<file path="src/rtl/i2cm_pkg.sv">
package i2cm_pkg;

   typedef enum logic [2:0] {
      ENG_IDLE,
      ENG_START,
      ENG_BIT,
      ENG_HOLD,
      ENG_STOP
   } eng_state_t;

   typedef enum logic [1:0] {
      CMD_START,
      CMD_BYTE,
      CMD_STOP
   } eng_cmd_t;

   typedef enum logic [1:0] {
      Q_NONE,
      Q_START,
      Q_STOP
   } queued_t;

   localparam logic [1:0] ADDR_CTRL = 2'd0;
   localparam logic [1:0] ADDR_STAT = 2'd1;
   localparam logic [1:0] ADDR_DATA = 2'd2;
   localparam logic [1:0] ADDR_OWN  = 2'd3;

   localparam int CB_ACKEN  = 7;
   localparam int CB_PRESEL = 6;
   localparam int CB_IE     = 5;
   localparam int CB_PEND   = 4;

   localparam int SB_MASTER = 7;
   localparam int SB_MTX    = 6;
   localparam int SB_STRT   = 5;
   localparam int SB_TXEN   = 4;

   localparam logic [1:0] MODE_MT = 2'b11;

endpackage

</file>
<file path="src/rtl/i2cm_quarter_gen.sv">
module i2cm_quarter_gen #(
   parameter int PRE_A = 16,
   parameter int PRE_B = 512,
   parameter int DIV_W = 4
) (
   input  logic             clk,
   input  logic             rst_n,
   input  logic             en,
   input  logic             pre_sel,
   input  logic [DIV_W-1:0] div,
   output logic             tick
);
   localparam int QA    = PRE_A / 4;
   localparam int QB    = PRE_B / 4;
   localparam int CNT_W = $clog2(QB * (2 ** DIV_W) + 1);

   if ((PRE_A % 4) != 0 || (PRE_B % 4) != 0) begin : g_bad_pre
      $error("prescaler values must be multiples of four");
   end
   if (PRE_A >= PRE_B) begin : g_bad_order
      $error("PRE_A must be smaller than PRE_B");
   end

   logic [CNT_W-1:0] cnt;
   logic [CNT_W-1:0] base;
   logic [CNT_W-1:0] lim;

   always_comb begin
      base = pre_sel ? CNT_W'(QB) : CNT_W'(QA);
      lim  = base * (CNT_W'(div) + CNT_W'(1)) - CNT_W'(1);
   end

   assign tick = en && (cnt >= lim);

   always_ff @(posedge clk or negedge rst_n) begin
      if (!rst_n) begin
         cnt <= '0;
      end else if (!en || tick) begin
         cnt <= '0;
      end else begin
         cnt <= cnt + CNT_W'(1);
      end
   end

   // every quarter starts counting from zero when the engine becomes active
   assert_cnt_idle_R11: assert property (@(posedge clk) disable iff (!rst_n)
      !en |=> (cnt == '0));

endmodule

</file>
<file path="src/rtl/i2cm_in_sync.sv">
module i2cm_in_sync #(
   parameter int STAGES = 2
) (
   input  logic clk,
   input  logic rst_n,
   input  logic d,
   output logic q
);
   if (STAGES < 0 || STAGES > 3) begin : g_bad_stages
      $error("STAGES must be between 0 and 3");
   end

   if (STAGES == 0) begin : g_pass
      assign q = d;
   end else begin : g_ff
      logic [STAGES-1:0] sr;
      always_ff @(posedge clk or negedge rst_n) begin
         if (!rst_n) sr <= '1;
         else        sr <= (sr << 1) | STAGES'(d);
      end
      assign q = sr[STAGES-1];
   end

endmodule

</file>
<file path="src/rtl/i2cm_bit_engine.sv">
module i2cm_bit_engine
   import i2cm_pkg::*;
(
   input  logic       clk,
   input  logic       rst_n,
   input  logic       cmd_valid,
   input  eng_cmd_t   cmd,
   input  logic [7:0] cmd_byte,
   input  logic       cmd_tx,
   input  logic       cmd_ack_drive,
   input  logic       tick,
   input  logic       sda_s,
   output logic       run,
   output logic       ready,
   output logic       busy,
   output logic       byte_done,
   output logic       was_rx,
   output logic [7:0] rx_byte,
   output logic       ack_seen,
   output logic       scl_oe,
   output logic       sda_oe
);
   eng_state_t st;
   logic [1:0] ph;
   logic [3:0] bitn;
   logic [7:0] sh;
   logic       tx;
   logic       ackd;

   assign run     = (st == ENG_START) || (st == ENG_BIT) || (st == ENG_STOP);
   assign ready   = (st == ENG_IDLE) || (st == ENG_HOLD);
   assign was_rx  = !tx;
   assign rx_byte = sh;

   always_ff @(posedge clk or negedge rst_n) begin
      if (!rst_n) begin
         st        <= ENG_IDLE;
         ph        <= 2'd0;
         bitn      <= 4'd0;
         sh        <= 8'd0;
         tx        <= 1'b0;
         ackd      <= 1'b0;
         busy      <= 1'b0;
         byte_done <= 1'b0;
         ack_seen  <= 1'b0;
         scl_oe    <= 1'b0;
         sda_oe    <= 1'b0;
      end else begin
         byte_done <= 1'b0;
         case (st)
            ENG_IDLE, ENG_HOLD: begin
               if (cmd_valid) begin
                  ph <= 2'd0;
                  case (cmd)
                     CMD_START: begin
                        st     <= ENG_START;
                        sh     <= cmd_byte;
                        tx     <= 1'b1;
                        busy   <= 1'b1;
                        sda_oe <= 1'b0;
                     end
                     CMD_BYTE: begin
                        st     <= ENG_BIT;
                        bitn   <= 4'd0;
                        sh     <= cmd_byte;
                        tx     <= cmd_tx;
                        ackd   <= cmd_ack_drive;
                        sda_oe <= cmd_tx & ~cmd_byte[7];
                     end
                     CMD_STOP: begin
                        st     <= ENG_STOP;
                        sda_oe <= 1'b1;
                     end
                     default: ;
                  endcase
               end
            end
            ENG_START: begin
               if (tick) begin
                  ph <= ph + 2'd1;
                  case (ph)
                     2'd0: scl_oe <= 1'b0;
                     2'd1: sda_oe <= 1'b1;
                     2'd2: scl_oe <= 1'b1;
                     default: begin
                        st     <= ENG_BIT;
                        bitn   <= 4'd0;
                        sda_oe <= ~sh[7];
                     end
                  endcase
               end
            end
            ENG_BIT: begin
               if (tick) begin
                  ph <= ph + 2'd1;
                  case (ph)
                     2'd1: scl_oe <= 1'b0;
                     2'd2: begin
                        if (bitn == 4'd8) ack_seen <= sda_s;
                        else              sh       <= {sh[6:0], sda_s};
                     end
                     2'd3: begin
                        scl_oe <= 1'b1;
                        if (bitn == 4'd8) begin
                           st        <= ENG_HOLD;
                           byte_done <= 1'b1;
                           sda_oe    <= 1'b0;
                        end else begin
                           bitn <= bitn + 4'd1;
                           if (bitn == 4'd7) sda_oe <= tx ? 1'b0 : ackd;
                           else              sda_oe <= tx & ~sh[7];
                        end
                     end
                     default: ;
                  endcase
               end
            end
            ENG_STOP: begin
               if (tick) begin
                  ph <= ph + 2'd1;
                  case (ph)
                     2'd0: scl_oe <= 1'b0;
                     2'd1: sda_oe <= 1'b0;
                     2'd3: begin
                        st   <= ENG_IDLE;
                        busy <= 1'b0;
                     end
                     default: ;
                  endcase
               end
            end
            default: st <= ENG_IDLE;
         endcase
      end
   end

   // with SCL released, SDA moves only as part of START or STOP
   assert_sda_stable_high_R12: assert property (@(posedge clk) disable iff (!rst_n)
      (!scl_oe && !$past(scl_oe) && (sda_oe != $past(sda_oe)))
         |-> (st == ENG_START || st == ENG_STOP));

   // busy ends only by completing a STOP sequence
   assert_busy_ends_in_stop_R9: assert property (@(posedge clk) disable iff (!rst_n)
      $fell(busy) |-> ($past(st) == ENG_STOP));

   // the engine parks with SCL low after every byte
   assert_hold_low_R5: assert property (@(posedge clk) disable iff (!rst_n)
      byte_done |-> scl_oe);

endmodule

</file>
<file path="src/rtl/i2c_byte_master.sv">
module i2c_byte_master
   import i2cm_pkg::*;
#(
   parameter int PRE_A       = 16,
   parameter int PRE_B       = 512,
   parameter int DIV_W       = 4,
   parameter int SYNC_STAGES = 2
) (
   input  logic       clk,
   input  logic       rst_n,
   input  logic       reg_we,
   input  logic [1:0] reg_addr,
   input  logic [7:0] reg_wdata,
   output logic [7:0] reg_rdata,
   output logic       irq,
   output logic       scl_oe,
   output logic       sda_oe,
   input  logic       sda_in
);
   if (DIV_W < 1 || DIV_W > 4) begin : g_bad_div
      $error("DIV_W must fit the four-bit divisor field");
   end

   logic             acken, presel, ie, pend;
   logic [DIV_W-1:0] div;
   logic [1:0]       mode;
   logic             txen;
   logic [7:0]       data_r, own_r;
   queued_t          q_act;

   logic       wr_ctrl, wr_stat, wr_data, wr_own;
   logic       start_req, stop_req, clr_pend;
   logic       cmd_valid, cmd_tx, cmd_ack_drive;
   eng_cmd_t   cmd;
   logic       tick, run, eng_ready, eng_busy, byte_done, was_rx, ack_seen;
   logic [7:0] rx_byte;
   logic       sda_s;

   assign wr_ctrl = reg_we && (reg_addr == ADDR_CTRL);
   assign wr_stat = reg_we && (reg_addr == ADDR_STAT);
   assign wr_data = reg_we && (reg_addr == ADDR_DATA);
   assign wr_own  = reg_we && (reg_addr == ADDR_OWN);

   assign start_req = wr_stat && reg_wdata[SB_MASTER] && reg_wdata[SB_STRT] && reg_wdata[SB_TXEN];
   assign stop_req  = wr_stat && reg_wdata[SB_MASTER] && !reg_wdata[SB_STRT];
   assign clr_pend  = wr_ctrl && pend && !reg_wdata[CB_PEND];

   always_comb begin
      cmd_valid     = 1'b0;
      cmd           = CMD_BYTE;
      cmd_tx        = (mode == MODE_MT);
      cmd_ack_drive = clr_pend ? reg_wdata[CB_ACKEN] : acken;
      if (clr_pend && eng_ready) begin
         cmd_valid = 1'b1;
         case (q_act)
            Q_START: cmd = CMD_START;
            Q_STOP:  cmd = CMD_STOP;
            default: cmd = CMD_BYTE;
         endcase
      end else if (start_req && !eng_busy) begin
         cmd_valid = 1'b1;
         cmd       = CMD_START;
      end
   end

   always_ff @(posedge clk or negedge rst_n) begin
      if (!rst_n) begin
         acken  <= 1'b0;
         presel <= 1'b0;
         ie     <= 1'b0;
         pend   <= 1'b0;
         div    <= '0;
         mode   <= 2'b00;
         txen   <= 1'b0;
         data_r <= 8'd0;
         own_r  <= 8'd0;
         q_act  <= Q_NONE;
      end else begin
         if (wr_ctrl) begin
            acken  <= reg_wdata[CB_ACKEN];
            presel <= reg_wdata[CB_PRESEL];
            ie     <= reg_wdata[CB_IE];
            div    <= reg_wdata[DIV_W-1:0];
         end
         if (byte_done)     pend <= 1'b1;
         else if (clr_pend) pend <= 1'b0;
         if (wr_stat) begin
            mode <= reg_wdata[SB_MASTER:SB_MTX];
            txen <= reg_wdata[SB_TXEN];
         end
         if (wr_data)                  data_r <= reg_wdata;
         else if (byte_done && was_rx) data_r <= rx_byte;
         if (wr_own) own_r <= reg_wdata;
         if (clr_pend)                  q_act <= Q_NONE;
         else if (start_req && eng_busy) q_act <= Q_START;
         else if (stop_req && eng_busy)  q_act <= Q_STOP;
      end
   end

   always_comb begin
      case (reg_addr)
         ADDR_CTRL: reg_rdata = {acken, presel, ie, pend, 4'(div)};
         ADDR_STAT: reg_rdata = {mode, eng_busy, txen, 3'b000, ack_seen};
         ADDR_DATA: reg_rdata = data_r;
         default:   reg_rdata = own_r;
      endcase
   end

   assign irq = pend & ie;

   i2cm_in_sync #(.STAGES(SYNC_STAGES)) u_sync (
      .clk   (clk),
      .rst_n (rst_n),
      .d     (sda_in),
      .q     (sda_s)
   );

   i2cm_quarter_gen #(.PRE_A(PRE_A), .PRE_B(PRE_B), .DIV_W(DIV_W)) u_qgen (
      .clk     (clk),
      .rst_n   (rst_n),
      .en      (run),
      .pre_sel (presel),
      .div     (div),
      .tick    (tick)
   );

   i2cm_bit_engine u_eng (
      .clk           (clk),
      .rst_n         (rst_n),
      .cmd_valid     (cmd_valid),
      .cmd           (cmd),
      .cmd_byte      (data_r),
      .cmd_tx        (cmd_tx),
      .cmd_ack_drive (cmd_ack_drive),
      .tick          (tick),
      .sda_s         (sda_s),
      .run           (run),
      .ready         (eng_ready),
      .busy          (eng_busy),
      .byte_done     (byte_done),
      .was_rx        (was_rx),
      .rx_byte       (rx_byte),
      .ack_seen      (ack_seen),
      .scl_oe        (scl_oe),
      .sda_oe        (sda_oe)
   );

   // a finished byte always raises pending on the next cycle
   assert_pend_after_byte_R4: assert property (@(posedge clk) disable iff (!rst_n)
      byte_done |=> pend);

   // SCL is kept low for as long as software has not cleared pending
   assert_stall_scl_R5: assert property (@(posedge clk) disable iff (!rst_n)
      (pend && eng_busy) |-> scl_oe);

   // commands reach the engine only when it can take them
   assert_cmd_when_ready_R10: assert property (@(posedge clk) disable iff (!rst_n)
      cmd_valid |-> eng_ready);

   // a STOP never starts while pending is still set
   assert_stop_waits_R9: assert property (@(posedge clk) disable iff (!rst_n)
      (eng_busy && pend) |=> eng_busy);

endmodule

</file>
<file path="config.mk">
export PLATFORM = sky130hd
export DESIGN_NAME = i2c_byte_master
export DESIGN_NICKNAME = d
export VERILOG_FILES = /design/src/rtl/i2cm_pkg.sv /design/src/rtl/i2cm_quarter_gen.sv /design/src/rtl/i2cm_in_sync.sv /design/src/rtl/i2cm_bit_engine.sv /design/src/rtl/i2c_byte_master.sv
export SDC_FILE = /design/constraint.sdc
export NUM_CORES = 1
export LEC_CHECK = 0
export BUFFER_PORTS_ARGS = -buffer_cell sky130_fd_sc_hd__buf_2
export CAP_MARGIN = 20
export CORE_MARGIN = 4
export CORE_UTILIZATION = 32
export CTS_BUF_LIST = sky130_fd_sc_hd__clkbuf_4 sky130_fd_sc_hd__clkbuf_8 sky130_fd_sc_hd__clkbuf_16
export DETAILED_ROUTE_END_ITERATION = 16
export SYNTH_ARGS = -nofsm -noshare
export SYNTH_HDL_FRONTEND = slang
export SYNTH_SLANG_ARGS = --single-unit
</file>
<file path="constraint.sdc">
create_clock -name clk -period 11.1 [get_ports clk]
set_input_delay 1.665 -clock clk [delete_from_list [all_inputs] [get_ports clk]]
set_output_delay 1.665 -clock clk [all_outputs]
set_load 0.1 [all_outputs]
</file>
# Yosys cells after proc, flatten, opt, wreduce, memory -nomap -nowiden
# Index checks and enable logic that the tools add are counted.
[word_totals]
ff_bits = 67
in_bits = 14
output_inout_bits = 11
wordCells = 199
[classes]
n_addsub = 5
multipliers = 1
n_lt_le_gt_ge = 1
n_eq_ne = 37
n_mux = 72
n_bitwise = 6
reduce_logical = 54
[ops]
columns = ["op", "n"]
rows = [
  ["$mux W8", 8],
  ["$ne A2 B2 Y1 const B", 16],
  ["$mux W4", 7],
  ["$mux W1", 27],
  ["$mux W3", 8],
  ["$pmux W8 S3", 1],
  ["$reduce_and A9 Y1", 2],
  ["$logic_and A1 B1 Y1", 16],
  ["$pmux W8 S2", 1],
  ["$eq A2 B2 Y1 const B", 7],
  ["$add A12 B1 Y12 const B", 1],
  ["$ge A12 B12 Y1", 1],
  ["$mul A12 B12 Y12", 1],
  ["$mux W12", 1],
  ["$mux W2", 6],
  ["$pmux W3 S4", 1],
  ["$pmux W4 S3", 1],
  ["$reduce_bool A2 Y1", 6],
  ["$sub A12 B1 Y12 const B", 1],
  ["$pmux W1 S2", 5],
  ["$pmux W3 S3", 1],
  ["$reduce_and A3 Y1", 3],
  ["$reduce_bool A3 Y1", 3],
  ["$eq A2 B1 Y1 const B", 4],
  ["29 further kinds", 48],
]

# Depth between registers and ports, before layout
[logic_depth]
depth_word = 13
depth_mapped = 20
ltp_nobuf = 19

# Cells and area by module
# Synthesis repeated with hierarchy kept, for this count alone.
[unflattened]
cells_unflattened = 451
area_unflattened_um2 = 4360.4
[modules_own_cells]
columns = ["mod", "instances", "cells_each", "area_per_inst_um2", "seq_area_each_um2"]
rows = [
  ["i2cm_bit_engine", 1, 189, 1579.0, 600.6],
  ["i2c_byte_master", 1, 116, 1461.4, 725.7],
  ["i2cm_quarter_gen", 1, 144, 1267.5, 300.3],
  ["i2cm_in_sync", 1, 2, 52.6, 52.6],
]

# Worst setup path after synthesis
# No wires, ideal clock.
[synth_timing]
path_kind = "input to output"
start = "in reg_addr[0]"
end = "out reg_rdata[1]"
arrival_ns = 2.966
required_ns = 9.435
slack_ns = 6.469
path_stages = 3
path_buffers = 1
path_cell_list = "buf_1 > mux2_2 > a22o_1"
[synth_between]
elab_chain_len = 2
word_cells_on_any_way = 4
cone_classes = "eq/ne (2); mux (1); reduce/logical (1)"
[synth_rtl]
columns = ["item", "line_no", "source"]
rows = [
  ["start, declared", "i2c_byte_master.sv:12", "input logic [1:0] reg_addr,"],
  ["$eq A2 B2 Y1, or another cell as far along", "i2c_byte_master.sv:101", "case (reg_addr)"],
  ["$pmux W8 S3 *", "i2c_byte_master.sv:101", ""],
  ["end, declared", "i2c_byte_master.sv:14", "output logic [7:0] reg_rdata,"],
]
# Mark *: on every way between the ends. The rest lies on a longest branch, timed or not.

# Worst setup path in the final report
[layout_timing]
start = "reg div[0]"
end = "reg u_eng.sh[1], in the netlist u_eng.rx_byte[1]"
[layout_between]
elab_chain_len = 7
[layout_rtl]
columns = ["item", "line_no", "source"]
rows = [
  ["start, declared", "i2c_byte_master.sv:25", "logic [DIV_W-1:0] div;"],
  ["start signal, assigned", "i2c_byte_master.sv:83", "div <= reg_wdata[DIV_W-1:0];"],
  ["$add A4 B1 Y5", "i2cm_quarter_gen.sv:30", "lim = base * (CNT_W'(div) + CNT_W'(1)) - CNT_W'(1);"],
  ["$mul A12 B12 Y12", "i2cm_quarter_gen.sv:30", ""],
  ["$sub A12 B1 Y12", "i2cm_quarter_gen.sv:30", ""],
  ["$ge A12 B12 Y1", "i2cm_quarter_gen.sv:33", "assign tick = en && (cnt >= lim);"],
  ["$logic_and A1 B1 Y1", "i2cm_quarter_gen.sv:33", ""],
  ["$ne A2 B2 Y1 (no line)", "--", ""],
  ["$reduce_and A6 Y1 (no line)", "--", ""],
  ["end signal, assigned", "i2cm_bit_engine.sv:57", "sh <= cmd_byte;"],
  ["end signal, assigned", "i2cm_bit_engine.sv:65", "sh <= cmd_byte;"],
  ["end signal, assigned", "i2cm_bit_engine.sv:100", "else sh <= {sh[6:0], sda_s};"],
  ["end, declared", "i2cm_bit_engine.sv:26", "logic [7:0] sh;"],
]
# Every way passes these cells.
# A chain may end at the register's enable or synchronous reset.

==> results by group <==
Clock tree
  – CTS root buf: clkbuf_16
  – Latest clock arrival within the worst-skew pair: between 300 and 400 ps
  – H-tree depth: 3
  – CTS Hold Bufs: 0
  – CTS buffer count: 9
  – Post-CTS Setup Bufs: 0
  – Post-CTS resize count: 0
  – Clock Tree Buf Depth: 2
  – CTS sink cnt: 67
  – Clk slew on worst S/H paths: roughly 60 ps
  – CTS tree: yes

Placed design
  – Post-placement setup slack: ~6200 ps
  – GPL Wtd Cong: between 0.8 and 0.9
  – Estimated wirelength of the detail-placed design: between 7 and 8 mm
  – I/O Buffers: 24
  – Dpl cells: roughly 640

Cells and area
  – NumNets Final: 526
  – Register area: between 1500 and 2000 um2
  – Post-layout util: 0.374
  – Multi-input gate area: between 2000 and 3000 um2
  – Fillers: 1328
  – P&R area growth vs syn: 13.6%
  – Layout Cells excl Fill: about 660
  – Share of layout cells above drive strength 1: 0.175
  – Ant diodes: 0

GRT
  – Initial antenna violation count: 0
  – First-pass GRT wire length: approximately 17 mm
  – Vias in the first global route: 3429
  – Total Routing Usage GR: 0.132
  – Pin count of the biggest net entering global routing: around 70
  – Grt ovf: 0

Synthesis
  – Synth Instances: ~450
  – Top FF cell, synth: dfrtp_1
  – Post-synthesis cell type count: 60
  – Async SR Flop Fraction: 1.00
  – Post-Syn Area per Cell: roughly 9.6 um2
  – Mapped cell area: approximately 4400 um2
  – Largest area contributor in the netlist: dfrtp_1
  – Top-area cell type share of the netlist area: 0.372
  – Syn nets: 506
  – Synth area leaders: dfrtp_1, ha_1, mux2_2
  – Ys Warns: 0
  – Seq/Total Area, Yosys: 0.384
  – Flops & latches, synth: 67
  – Number of flops mapped to enable cells by yosys: 0
  – Commonest cells in the netlist: dfrtp_1, nand2_1, ha_1, nor2_1, o21ai_0
  – Most common cell in the netlist: dfrtp_1

Timing
  – Setup_tns: 0 ps
  – Least-Margin Pin Slew: about 920 ps
  – Max frequency: 0.203 GHz
  – Max-slew violation count: 0
  – Max-slew headroom: 0.382
  – Final setup fails: 0
  – Crit path time final: 4930 ps
  – Hold Violations, Final: 0
  – RSZ-0062 raised after global routing: false
  – Worst Skew: around 7.7 ps
  – Final period utilization: 0.444
  – Setup WS post-layout: about 6200 ps

Die
  – DIE WIDTH: about 120 um
  – Die area: between 15000 and 20000 um2
  – Rows: 42
  – Core box area: between 10000 and 15000 um2
  – DIE HEIGHT: ~120 um
  – Effective utilization at floorplan: 0.329
  – Ports: 25

Job
  – Count of max-cap constraint violations: 0

Setup path
  – Crit start category: flop
  – Kind of critical path: flop to flop
  – Critical Path End Type: flop
  – Largest stage delay on the critical path: 460 ps
  – R2R cell count: 19
  – Most frequent CP cell: ha_1
  – Worst Path Required: 11320 ps
  – Critical path's slowest cell: dfrtp_1
  – CP Max Fanout: 8
  – Worst EP arrival: 5150 ps
  – Worst-path cell chain: ha_1 > xor2_1 > and2_1 > inv_1 > ha_1 > ha_1 > fa_1 > a21oi_1 > nor2b_1 > a21o_1 > a21oi_1 > xor2_1 > ha_1 > nand4_1 > a211o_1 > o2111ai_1 > and2_0 > o21ai_4 > mux2_2

Status
  – Status: finished, final reports clean

Drt
  – Drt total wl: ~10 mm
  – DRT iter0 DRCs: roughly 250
  – Via Count: between 3000 and 4000
  – WL/cell: approximately 15 um
  – Drt pass-1 iters: 4
  – Antenna Nets Post-Route: 0
  – Vias per std cell: 5.13
  – DRC errors left: 0

Power and ir drop
  – Cell Pwr Density: 178 nW/um2
  – Peak supply drop: 75.2 uV
  – Pleak: ~2.3 nW

Worst hold path
  – HP Class: flop to flop
  – Hold path depth: 0
-- flip-flops by register name, indices dropped and copies added, names as in the netlist, 2 cells and up --
signal / count
mode: 2
q_act: 2
u_eng.ph: 2
u_qgen.cnt: 12
u_sync.g_ff.sr: 2
data_r: 8
u_eng.st: 3
own_r: 8
div: 4
u_eng.rx_byte: 8
u_eng.bitn: 4
-- metal layers --
layer | track usage | routed length (um)
met3 | 0.0341 | 384
met5 | 0 | 0
met4 | 0.0415 | 152
met2 | 0.212 | 4590
met1 | 0.175 | 4650
-- worst paths after layout --
kind	startpoint	endpoint	slack [ps]
worst max-delay path	div[0]	u_eng.rx_byte[1]	6170
worst min-delay path	u_sync.g_ff.sr[0]	u_sync.g_ff.sr[1]	380
worst max register to register	div[0]	u_eng.rx_byte[1]	6170
worst min register to register	u_sync.g_ff.sr[0]	u_sync.g_ff.sr[1]	380
max in group asynchronous	rst_n	data_r[0]	9010
min in group asynchronous	rst_n	q_act[0]	1520
-- stage by stage --
| step | power (mW) | hold WS [ps] | instance area [um2] |
|---|---|---|---|
| after floorplan | 0.527 | 345 | 4380 |
| after global placement | 0.587 | 365 | 4660 |
| after detailed placement | 0.593 | 366 | 4660 |
| after CTS | 0.897 | 376 | 4970 |
| after global routing | 0.944 | 377 | 4970 |
| final | 0.886 | 376 | 4970 |
-- layout by cell type, fill, tap and decap left out, types with 3 or more instances in the layout --
cell,Yosys,routed
dfrtp_1,65,65
a22o_1,5,5
inv_1,25,25
and2_1,4,4
o21ai_0,27,27
and3_1,8,8
a21oi_1,14,14
nand3b_1,4,4
xnor2_1,9,9
mux2_2,26,26
ha_1,37,37
inv_6,0,3
nor3_1,4,4
nand2_1,62,62
buf_2,5,24
and4b_1,3,3
a21o_1,8,8
mux2i_1,8,8
nor3b_1,4,4
a211o_1,3,3
nor2_1,33,33
xor2_1,11,11
nor2b_1,7,7
clkbuf_16,0,9
nand3_1,17,17
buf_4,0,3
nand4_1,4,4
a31oi_1,4,4
mux4_2,5,5
-- layout make-up --
cell class | count | area share
clock buffer | 9 | 0.0453
multi-input combinational | 344 | 0.508
tap | 176 | 0.0443
clock inverter | 7 | 0.0169
sequential | 67 | 0.338
inverter | 25 | 0.0189
timing repair buffer | 27 | 0.0287
-- cells by family after synthesis --
| kind of cell | share of synthesized area |
|---|---|
| AO/OA/AOI/OAI | 0.127 |
| XOR/XNOR | 0.0400 |
| adder cells (fa/ha/maj) | 0.113 |
| buffers and inverters | 0.0386 |
| flip-flops | 0.384 |
| multiplexers | 0.116 |
| AND/OR/NAND/NOR | 0.182 |
-- critical path: cells and delay by family, from the launching register on --
family / cells / cell delay, ps
muxes: 1 / 380
xor gates and xnor gates: 2 / 360
DFF: 1 / 460
buffers and inverters: 1 / 50
AOI/OAI and AO/OA: 6 / 1290
adders and majority gates: 5 / 1440
and+or+nand+nor: 4 / 810
-- where the power goes --
part           internal (mW)  switching, mW  total [mW]
logic                  0.111          0.180       0.291
registers              0.271         0.0258       0.297
clock network          0.178          0.119       0.298
total                  0.561          0.325       0.886
Power figures use the tool's default switching activity.
